$ cat config.mk
export PLATFORM = sky130hd
export DESIGN_NAME = ingFwdDecide
export DESIGN_NICKNAME = d
export VERILOG_FILES = /design/src/rtl/fwdPkg.sv /design/src/rtl/fwdCtrl.sv /design/src/rtl/fwdPath.sv /design/src/rtl/ingFwdDecide.sv
export SDC_FILE = /design/constraint.sdc
export NUM_CORES = 2
export LEC_CHECK = 0
export CORE_MARGIN = 1.5
export CORE_UTILIZATION = 50
export DETAILED_ROUTE_END_ITERATION = 12
export DONT_BUFFER_PORTS = 1
export PLACE_DENSITY = 0.66
export SYNTH_ARGS = -nofsm -noshare
export SYNTH_HDL_FRONTEND = slang
export SYNTH_SLANG_ARGS = --single-unit
$ cat constraint.sdc
create_clock -name clk -period 77.8 [get_ports clk]
set_input_delay 15.56 -clock clk [delete_from_list [all_inputs] [get_ports clk]]
set_output_delay 15.56 -clock clk [all_outputs]
set_load 0.005 [all_outputs]
$ cat src/rtl/fwdPkg.sv
package fwdPkg;
  localparam int PORT_W    = 4;
  localparam int PORTS     = 1 << PORT_W;
  localparam int NH_W      = 4;
  localparam int NH_N      = 1 << NH_W;
  localparam int VLAN_W    = 12;
  localparam int VRF_W     = 4;
  localparam int HASH_W    = 16;
  localparam int PROC_W    = 4;
  localparam int REWR_W    = 16;
  localparam int CFG_IDX_W = 4;

  typedef enum logic [1:0] {
    ACT_FWD   = 2'd0,
    ACT_FLOOD = 2'd1,
    ACT_PUNT  = 2'd2,
    ACT_DROP  = 2'd3
  } action_e;

  // datapath asks the control for a token
  typedef struct packed {
    logic              flood;
    logic              punt;
    logic [PORT_W-1:0] port;
  } tokReq_t;

  // control answers with grant strobes
  typedef struct packed {
    logic floodOk;
    logic puntOk;
  } tokGrant_t;
endpackage

$ cat src/rtl/fwdCtrl.sv
module fwdCtrl
  import fwdPkg::*;
#(
  parameter int STORM_BURST   = 4,
  parameter int PUNT_BURST    = 2,
  parameter int REFILL_PERIOD = 256
) (
  input  logic      clk,
  input  logic      rst,
  input  tokReq_t   req,
  output tokGrant_t grant
);
  localparam int MAXB  = (STORM_BURST > PUNT_BURST) ? STORM_BURST : PUNT_BURST;
  localparam int TOK_W = $clog2(MAXB + 1);
  localparam int CNT_W = $clog2(REFILL_PERIOD);

  logic [TOK_W-1:0] stormTok [PORTS];
  logic [TOK_W-1:0] puntTok;
  logic [TOK_W:0]   puntsInWin;
  logic [CNT_W-1:0] refillCnt;
  logic             refill, floodTake, puntTake;

  assign refill        = refillCnt == CNT_W'(REFILL_PERIOD - 1);
  assign grant.floodOk = stormTok[req.port] != '0;
  assign grant.puntOk  = puntTok != '0;
  assign floodTake     = req.flood && grant.floodOk;
  assign puntTake      = req.punt && grant.puntOk;

  always_ff @(posedge clk) begin
    if (rst || refill) begin
      refillCnt  <= '0;
      puntTok    <= TOK_W'(PUNT_BURST);
      puntsInWin <= '0;
      for (int p = 0; p < PORTS; p++) stormTok[p] <= TOK_W'(STORM_BURST);
    end else begin
      refillCnt <= refillCnt + CNT_W'(1);
      if (floodTake) stormTok[req.port] <= stormTok[req.port] - TOK_W'(1);
      if (puntTake) begin
        puntTok    <= puntTok - TOK_W'(1);
        puntsInWin <= puntsInWin + (TOK_W+1)'(1);
      end
    end
  end

  for (genvar p = 0; p < PORTS; p++) begin : g_cap
    AST_STORM_CAP: assert property (@(posedge clk) disable iff (rst)
      stormTok[p] <= TOK_W'(STORM_BURST));
  end

  AST_PUNT_WINDOW: assert property (@(posedge clk) disable iff (rst)
    puntsInWin <= (TOK_W+1)'(PUNT_BURST));
endmodule

$ cat src/rtl/fwdPath.sv
module fwdPath
  import fwdPkg::*;
#(
  parameter int MAC_N = 8,
  parameter int RT_N  = 8
) (
  input  logic                 clk,
  input  logic                 rst,
  input  logic                 cfgWe,
  input  logic [1:0]           cfgSel,
  input  logic [CFG_IDX_W-1:0] cfgIdx,
  input  logic [63:0]          cfgData,
  input  logic                 pktValid,
  input  logic [PORT_W-1:0]    pktInPort,
  input  logic [47:0]          pktDmac,
  input  logic [47:0]          pktSmac,
  input  logic [VLAN_W-1:0]    pktVlan,
  input  logic [VRF_W-1:0]     pktVrf,
  input  logic [31:0]          pktDip,
  input  logic [7:0]           pktTtl,
  input  logic [HASH_W-1:0]    pktHash,
  input  tokGrant_t            grant,
  output tokReq_t              req,
  output logic                 resValid,
  output action_e              resAction,
  output logic                 resRouted,
  output logic [PORT_W-1:0]    resPort,
  output logic [PROC_W-1:0]    resProc,
  output logic [REWR_W-1:0]    resRewrite,
  output logic [7:0]           resTtl,
  output logic                 learnEvt,
  output logic                 moveEvt
);
  // tables
  logic [47:0]       macAddr [MAC_N];
  logic [VLAN_W-1:0] macVlan [MAC_N];
  logic [PORT_W-1:0] macPort [MAC_N];
  logic [MAC_N-1:0]  macVld;
  logic [31:0]       rtPfx   [RT_N];
  logic [5:0]        rtLen   [RT_N];
  logic [VRF_W-1:0]  rtVrf   [RT_N];
  logic [NH_W-1:0]   rtBase  [RT_N];
  logic [2:0]        rtCntM1 [RT_N];
  logic [RT_N-1:0]   rtAtt, rtVld;
  logic [PORT_W-1:0] nhPort  [NH_N];
  logic [PROC_W-1:0] nhProc  [NH_N];
  logic [REWR_W-1:0] nhRw    [NH_N];
  logic [47:0]       rtrMac;

  always_ff @(posedge clk) begin
    if (rst) begin
      macVld <= '0;
      rtVld  <= '0;
      rtrMac <= '0;
    end else if (cfgWe) begin
      unique case (cfgSel)
        2'd0: for (int i = 0; i < MAC_N; i++)
          if (cfgIdx == CFG_IDX_W'(i)) begin
            macAddr[i] <= cfgData[47:0];
            macVlan[i] <= cfgData[59:48];
            macPort[i] <= cfgData[63:60];
            macVld[i]  <= 1'b1;
          end
        2'd1: for (int i = 0; i < RT_N; i++)
          if (cfgIdx == CFG_IDX_W'(i)) begin
            rtPfx[i]   <= cfgData[31:0];
            rtLen[i]   <= cfgData[37:32];
            rtVrf[i]   <= cfgData[41:38];
            rtAtt[i]   <= cfgData[42];
            rtBase[i]  <= cfgData[46:43];
            rtCntM1[i] <= cfgData[49:47];
            rtVld[i]   <= 1'b1;
          end
        2'd2: for (int i = 0; i < NH_N; i++)
          if (cfgIdx == CFG_IDX_W'(i)) begin
            nhPort[i] <= cfgData[3:0];
            nhProc[i] <= cfgData[7:4];
            nhRw[i]   <= cfgData[23:8];
          end
        default: rtrMac <= cfgData[47:0];
      endcase
    end
  end

  function automatic logic [31:0] lenMask(input logic [5:0] len);
    return (len >= 6'd32) ? 32'hFFFF_FFFF : ~(32'hFFFF_FFFF >> len);
  endfunction

  // lookups: descending scan so the lowest index is kept
  logic              sHit, dHit, rHit, rAtt;
  logic [PORT_W-1:0] sPort, dPort;
  logic [NH_W-1:0]   rBase, nhIdx;
  logic [2:0]        rCntM1;
  logic [3:0]        grpSize;
  logic [HASH_W-1:0] memOff;

  always_comb begin
    sHit = 1'b0; sPort = '0; dHit = 1'b0; dPort = '0;
    for (int i = MAC_N - 1; i >= 0; i--) begin
      if (macVld[i] && macVlan[i] == pktVlan && macAddr[i] == pktSmac) begin
        sHit = 1'b1; sPort = macPort[i];
      end
      if (macVld[i] && macVlan[i] == pktVlan && macAddr[i] == pktDmac) begin
        dHit = 1'b1; dPort = macPort[i];
      end
    end
    rHit = 1'b0; rAtt = 1'b0; rBase = '0; rCntM1 = '0;
    for (int i = RT_N - 1; i >= 0; i--) begin
      if (rtVld[i] && rtVrf[i] == pktVrf &&
          ((pktDip ^ rtPfx[i]) & lenMask(rtLen[i])) == 32'd0) begin
        rHit = 1'b1; rAtt = rtAtt[i]; rBase = rtBase[i]; rCntM1 = rtCntM1[i];
      end
    end
    grpSize = {1'b0, rCntM1} + 4'd1;
    memOff  = pktHash % HASH_W'(grpSize);
    nhIdx   = NH_W'(rBase + memOff);
  end

  // classification
  logic    routed, wantPunt, wantFlood;
  action_e act;

  assign routed    = pktDmac == rtrMac;
  assign wantPunt  = routed && (pktTtl <= 8'd1 || (rHit && rAtt));
  assign wantFlood = !routed && !dHit;
  assign req.flood = pktValid && wantFlood;
  assign req.punt  = pktValid && wantPunt;
  assign req.port  = pktInPort;

  always_comb begin
    if (routed) begin
      if (wantPunt)  act = grant.puntOk ? ACT_PUNT : ACT_DROP;
      else if (rHit) act = ACT_FWD;
      else           act = ACT_DROP;
    end else begin
      if (dHit)      act = ACT_FWD;
      else           act = grant.floodOk ? ACT_FLOOD : ACT_DROP;
    end
  end

  always_ff @(posedge clk) begin
    if (rst) begin
      resValid <= 1'b0;
      learnEvt <= 1'b0;
      moveEvt  <= 1'b0;
    end else begin
      resValid <= pktValid;
      learnEvt <= pktValid && !routed && !sHit;
      moveEvt  <= pktValid && !routed && sHit && sPort != pktInPort;
    end
    resAction  <= act;
    resRouted  <= routed;
    resTtl     <= (routed && pktTtl > 8'd1) ? pktTtl - 8'd1 : pktTtl;
    resPort    <= (act != ACT_FWD) ? '0 : (routed ? nhPort[nhIdx] : dPort);
    resProc    <= (act == ACT_FWD && routed) ? nhProc[nhIdx] : '0;
    resRewrite <= (act == ACT_FWD && routed) ? nhRw[nhIdx] : '0;
  end

  AST_RESULT_LATENCY: assert property (@(posedge clk) disable iff (rst)
    resValid == $past(pktValid));
  AST_TTL_DEC: assert property (@(posedge clk) disable iff (rst)
    (resValid && resRouted && $past(pktTtl) > 8'd1) |-> resTtl == $past(pktTtl) - 8'd1);
  AST_EVT_BRIDGED: assert property (@(posedge clk) disable iff (rst)
    (learnEvt || moveEvt) |-> (resValid && !resRouted));
endmodule

$ cat src/rtl/ingFwdDecide.sv
module ingFwdDecide
  import fwdPkg::*;
#(
  parameter int MAC_N         = 8,
  parameter int RT_N          = 8,
  parameter int STORM_BURST   = 4,
  parameter int PUNT_BURST    = 2,
  parameter int REFILL_PERIOD = 256
) (
  input  logic                 clk,
  input  logic                 rst,
  input  logic                 cfgWe,
  input  logic [1:0]           cfgSel,
  input  logic [CFG_IDX_W-1:0] cfgIdx,
  input  logic [63:0]          cfgData,
  input  logic                 pktValid,
  input  logic [PORT_W-1:0]    pktInPort,
  input  logic [47:0]          pktDmac,
  input  logic [47:0]          pktSmac,
  input  logic [VLAN_W-1:0]    pktVlan,
  input  logic [VRF_W-1:0]     pktVrf,
  input  logic [31:0]          pktDip,
  input  logic [7:0]           pktTtl,
  input  logic [HASH_W-1:0]    pktHash,
  output logic                 resValid,
  output logic [1:0]           resAction,
  output logic                 resRouted,
  output logic [PORT_W-1:0]    resPort,
  output logic [PROC_W-1:0]    resProc,
  output logic [REWR_W-1:0]    resRewrite,
  output logic [7:0]           resTtl,
  output logic                 learnEvt,
  output logic                 moveEvt
);
  tokReq_t   req;
  tokGrant_t grant;
  action_e   act;

  assign resAction = act;

  fwdCtrl #(
    .STORM_BURST(STORM_BURST), .PUNT_BURST(PUNT_BURST), .REFILL_PERIOD(REFILL_PERIOD)
  ) u_ctrl (
    .clk(clk), .rst(rst), .req(req), .grant(grant)
  );

  fwdPath #(.MAC_N(MAC_N), .RT_N(RT_N)) u_path (
    .clk(clk), .rst(rst),
    .cfgWe(cfgWe), .cfgSel(cfgSel), .cfgIdx(cfgIdx), .cfgData(cfgData),
    .pktValid(pktValid), .pktInPort(pktInPort), .pktDmac(pktDmac), .pktSmac(pktSmac),
    .pktVlan(pktVlan), .pktVrf(pktVrf), .pktDip(pktDip), .pktTtl(pktTtl), .pktHash(pktHash),
    .grant(grant), .req(req),
    .resValid(resValid), .resAction(act), .resRouted(resRouted), .resPort(resPort),
    .resProc(resProc), .resRewrite(resRewrite), .resTtl(resTtl),
    .learnEvt(learnEvt), .moveEvt(moveEvt)
  );
endmodule

==> flow_metrics.tcl <==
set metrics [dict create \
    numCtsBuffers 155 \
    wl_um 285000 \
    design.core.area_um2 144000 \
    relSlewSlack_pct 14.9 \
    postCtsSetupRepairBufs 0 \
    cts_tree "built" \
    synth_cells 5596 \
    die-width_um 384 \
    clk_latency_ps 820 \
    ir_worst_vdd_mv 0.0376 \
    dieHeight_um 384 \
    synth_top_family_by_area "XOR/XNOR gates" \
    dp_hpwl_um 178000 \
    worst-setup-path-type "in2reg" \
    io-pin-count 284 \
    synth_compound_area_share_pct 7.46 \
    setup_viol 0 \
    grt_use_total_pct 38.1 \
    skew_ps 34.3 \
    synth-async-reset-ratio_pct 0 \
    ant_nets 0 \
    start_kind "primary input" \
    worstPathMaxFanout 39 \
    max_stage_delay_ps 840 \
    cts_sinks 1457 \
    synth_seq_area_share_pct 58.6 \
    start_util_pct 50.5 \
    synth_ff_type "edfxtp_1" \
    fin_total_pwr_mw 2.41 \
    synthAdderAreaFrac_pct 1.40 \
    timing.fmax_mhz 18.3 \
    grt_max_degree 72 \
    die_area_um2 148000 \
    worstPathRequired_ps 78450 \
    synth.ff_latch_count 1457 \
    fin_nets 5827 \
    cts_buffer_depth 3 \
    synth-xor-area-share_pct 15.1 \
    final_common_cell "edfxtp_1" \
    cts.htree.levels 4 \
    drtPass1Iterations 9 \
    vias_per_cell 6.78 \
    p_leak_nw 24.8 \
    drt-initial-drc-count 7632 \
    vias 51400 \
    tightestPinTransition_ps 1270 \
    wl_per_cell_um 37.6 \
    synth-simple-area-share_pct 10.4 \
    synth_edf_count 1344 \
    drive_above_1_share_pct 10.1 \
    synth.area.mux_share_pct 4.75 \
    syn2layout_area_growth_pct 9.61 \
    hold_path.class "reg2reg" \
    ys_types 125 \
    period_share_pct 70.1 \
    finalHoldViolCount 0 \
    synth_fp_nets 5914 \
    ctsHoldBuffers 0 \
    min_period_ps 54560 \
    place_congestion 1.01 \
    row_count 139 \
    remaining_drc_errors 0 \
    crit_path_frequent_cell "o21ai_0" \
    reg2reg_depth 160 \
    cp-end-kind "flop" \
    layout_common_cells "edfxtp_1, xnor2_1, xor2_1, nand2_1, nand4_1" \
    rsz0062_at_grt "false" \
    critPathSlowestCell "a41oi_1" \
    overflow 0 \
    antenna_found_initial 29 \
    grt_pass1_wl_um 386000 \
    postSynthAreaPerCell_um2 13.0 \
    setup_tns_ps 0 \
    worstPathArrival_ps 55210 \
    p_per_area_nw_per_um2 30.2 \
    min_path_cells 2 \
    grt_pass1_vias 48800 \
    fin_hold_ws_ps 466 \
    cap_violations 0 \
    clk_pin_slew_ps 60 \
    syn_area_um2 72700 \
    io_buffers 0 \
    yosys_warnings 0 \
    drv_slew 0 \
    status "complete, no violations" \
    cts-root-buf "clkbuf_16" \
    cts_resized 0 \
]
state kept, by name, indices dropped and copies added, names as in the netlist, 3 cells and up:
name               flops
u_ctrl.stormTok       48
u_ctrl.refillCnt       8
u_path.nhProc         64
u_path.macPort        32
u_path.resTtl          8
u_path.macVld          8
u_path.rtVrf          32
u_path.nhPort         64
u_path.resProc         4
u_path.rtLen          48
u_path.rtAtt           8
u_path.nhRw          256
u_ctrl.puntTok         3
u_path.macVlan        96
u_path.rtrMac         48
u_path.rtVld           8
u_path.rtPfx         256
u_path.macAddr       384
u_path.rtCntM1        24
u_path.resRewrite     16
u_path.resPort         4
u_path.rtBase         32
worst paths after layout:
path	start	end	slack, ps
worst max-delay path	pktDip[8]	u_path.resRewrite[5]	23240
worst min-delay path	u_path.rtrMac[8]	u_path.rtrMac[8]	470
worst max register to register	u_path.rtLen[1][17]	u_path.resRewrite[5]	36990
worst min register to register	u_path.rtrMac[8]	u_path.rtrMac[8]	470
power breakdown:
| part | internal [mW] | switching [mW] | total (mW) | leakage (nW) |
|---|---|---|---|---|
| combinational | 0.285 | 0.507 | 0.792 | 9.29 |
| clock | 0.431 | 0.323 | 0.754 | 2.48 |
| sequential | 0.859 | 0.00265 | 0.862 | 13.0 |
cells by family (layout without fill, tap and decap cells):
family | Yosys count | count (layout)
multiplexers | 201 | 201
AO/OA/AOI/OAI | 781 | 781
buffers and inverters | 384 | 422
adder cells (fa/ha/maj) | 82 | 82
AND/OR/NAND/NOR | 1435 | 1435
flip-flops | 1457 | 1457
other | 0 | 37
XOR/XNOR | 1256 | 1256
cells in the mapped netlist (37+ instances only):
cell	count	share of area, %
dfxtp_1	113	3.1
edfxtp_1	1344	56
nand3_1	103	0.71
mux4_2	109	3.4
mux2i_1	69	0.95
xnor2_1	868	10
nand2_1	314	1.6
o22ai_1	38	0.33
o21ai_0	145	1.0
a21oi_1	205	1.4
nor2_1	253	1.3
xor2_1	388	4.7
ha_1	70	1.2
nor4_1	196	1.7
clkbuf_1	255	1.3
a211oi_1	37	0.38
inv_1	79	0.41
nand4_1	292	2.5
nor3_1	76	0.52
routing by layer:
layer | part of all wire [%] | vias to the layer above | GRT usage [%]
met4 | 6.7 | 6 | 21.7
met1 | 36 | 25500 | 48.8
met5 | 0.025 | - | 0.715
met3 | 14 | 988 | 12.2
li1 | - | 21000 | -
met2 | 43 | 3882 | 57.1
stage by stage:
stage / area (um2) / std cells / worst slack (ps) / utilization (%)
4_1_cts: 79600 / 7537 / 23700 / 55.3
6_report: 79700 / 7574 / 23240 / 55.3
5_1_grt: 79600 / 7540 / 19260 / 55.3
2_1_floorplan: 72700 / 5596 / 28760 / -
3_3_place_gp: 74500 / 7255 / 24160 / 51.7
3_5_place_dp: 74500 / 7255 / 22960 / 51.7
final cells by class:
type	count	area (um2)
repair buffers	59	443
clock inverters	90	983
fillers	11800	64300
diodes	37	92.6
flip-flops and latches	1457	42600
well taps	1903	2380
clock buffers	192	4110
inverters	81	304
multi-input cells	3755	28700
critical path, delay by kind of cell:
kind,cells,cell delay (ps)
buffers and inverters,7,1790
AND/OR/NAND/NOR,54,10620
XOR/XNOR,1,100
AO/OA/AOI/OAI,76,19650
adder cells (fa/ha/maj),17,5720
multiplexers,5,1550
(Power assumes the default switching activity.)
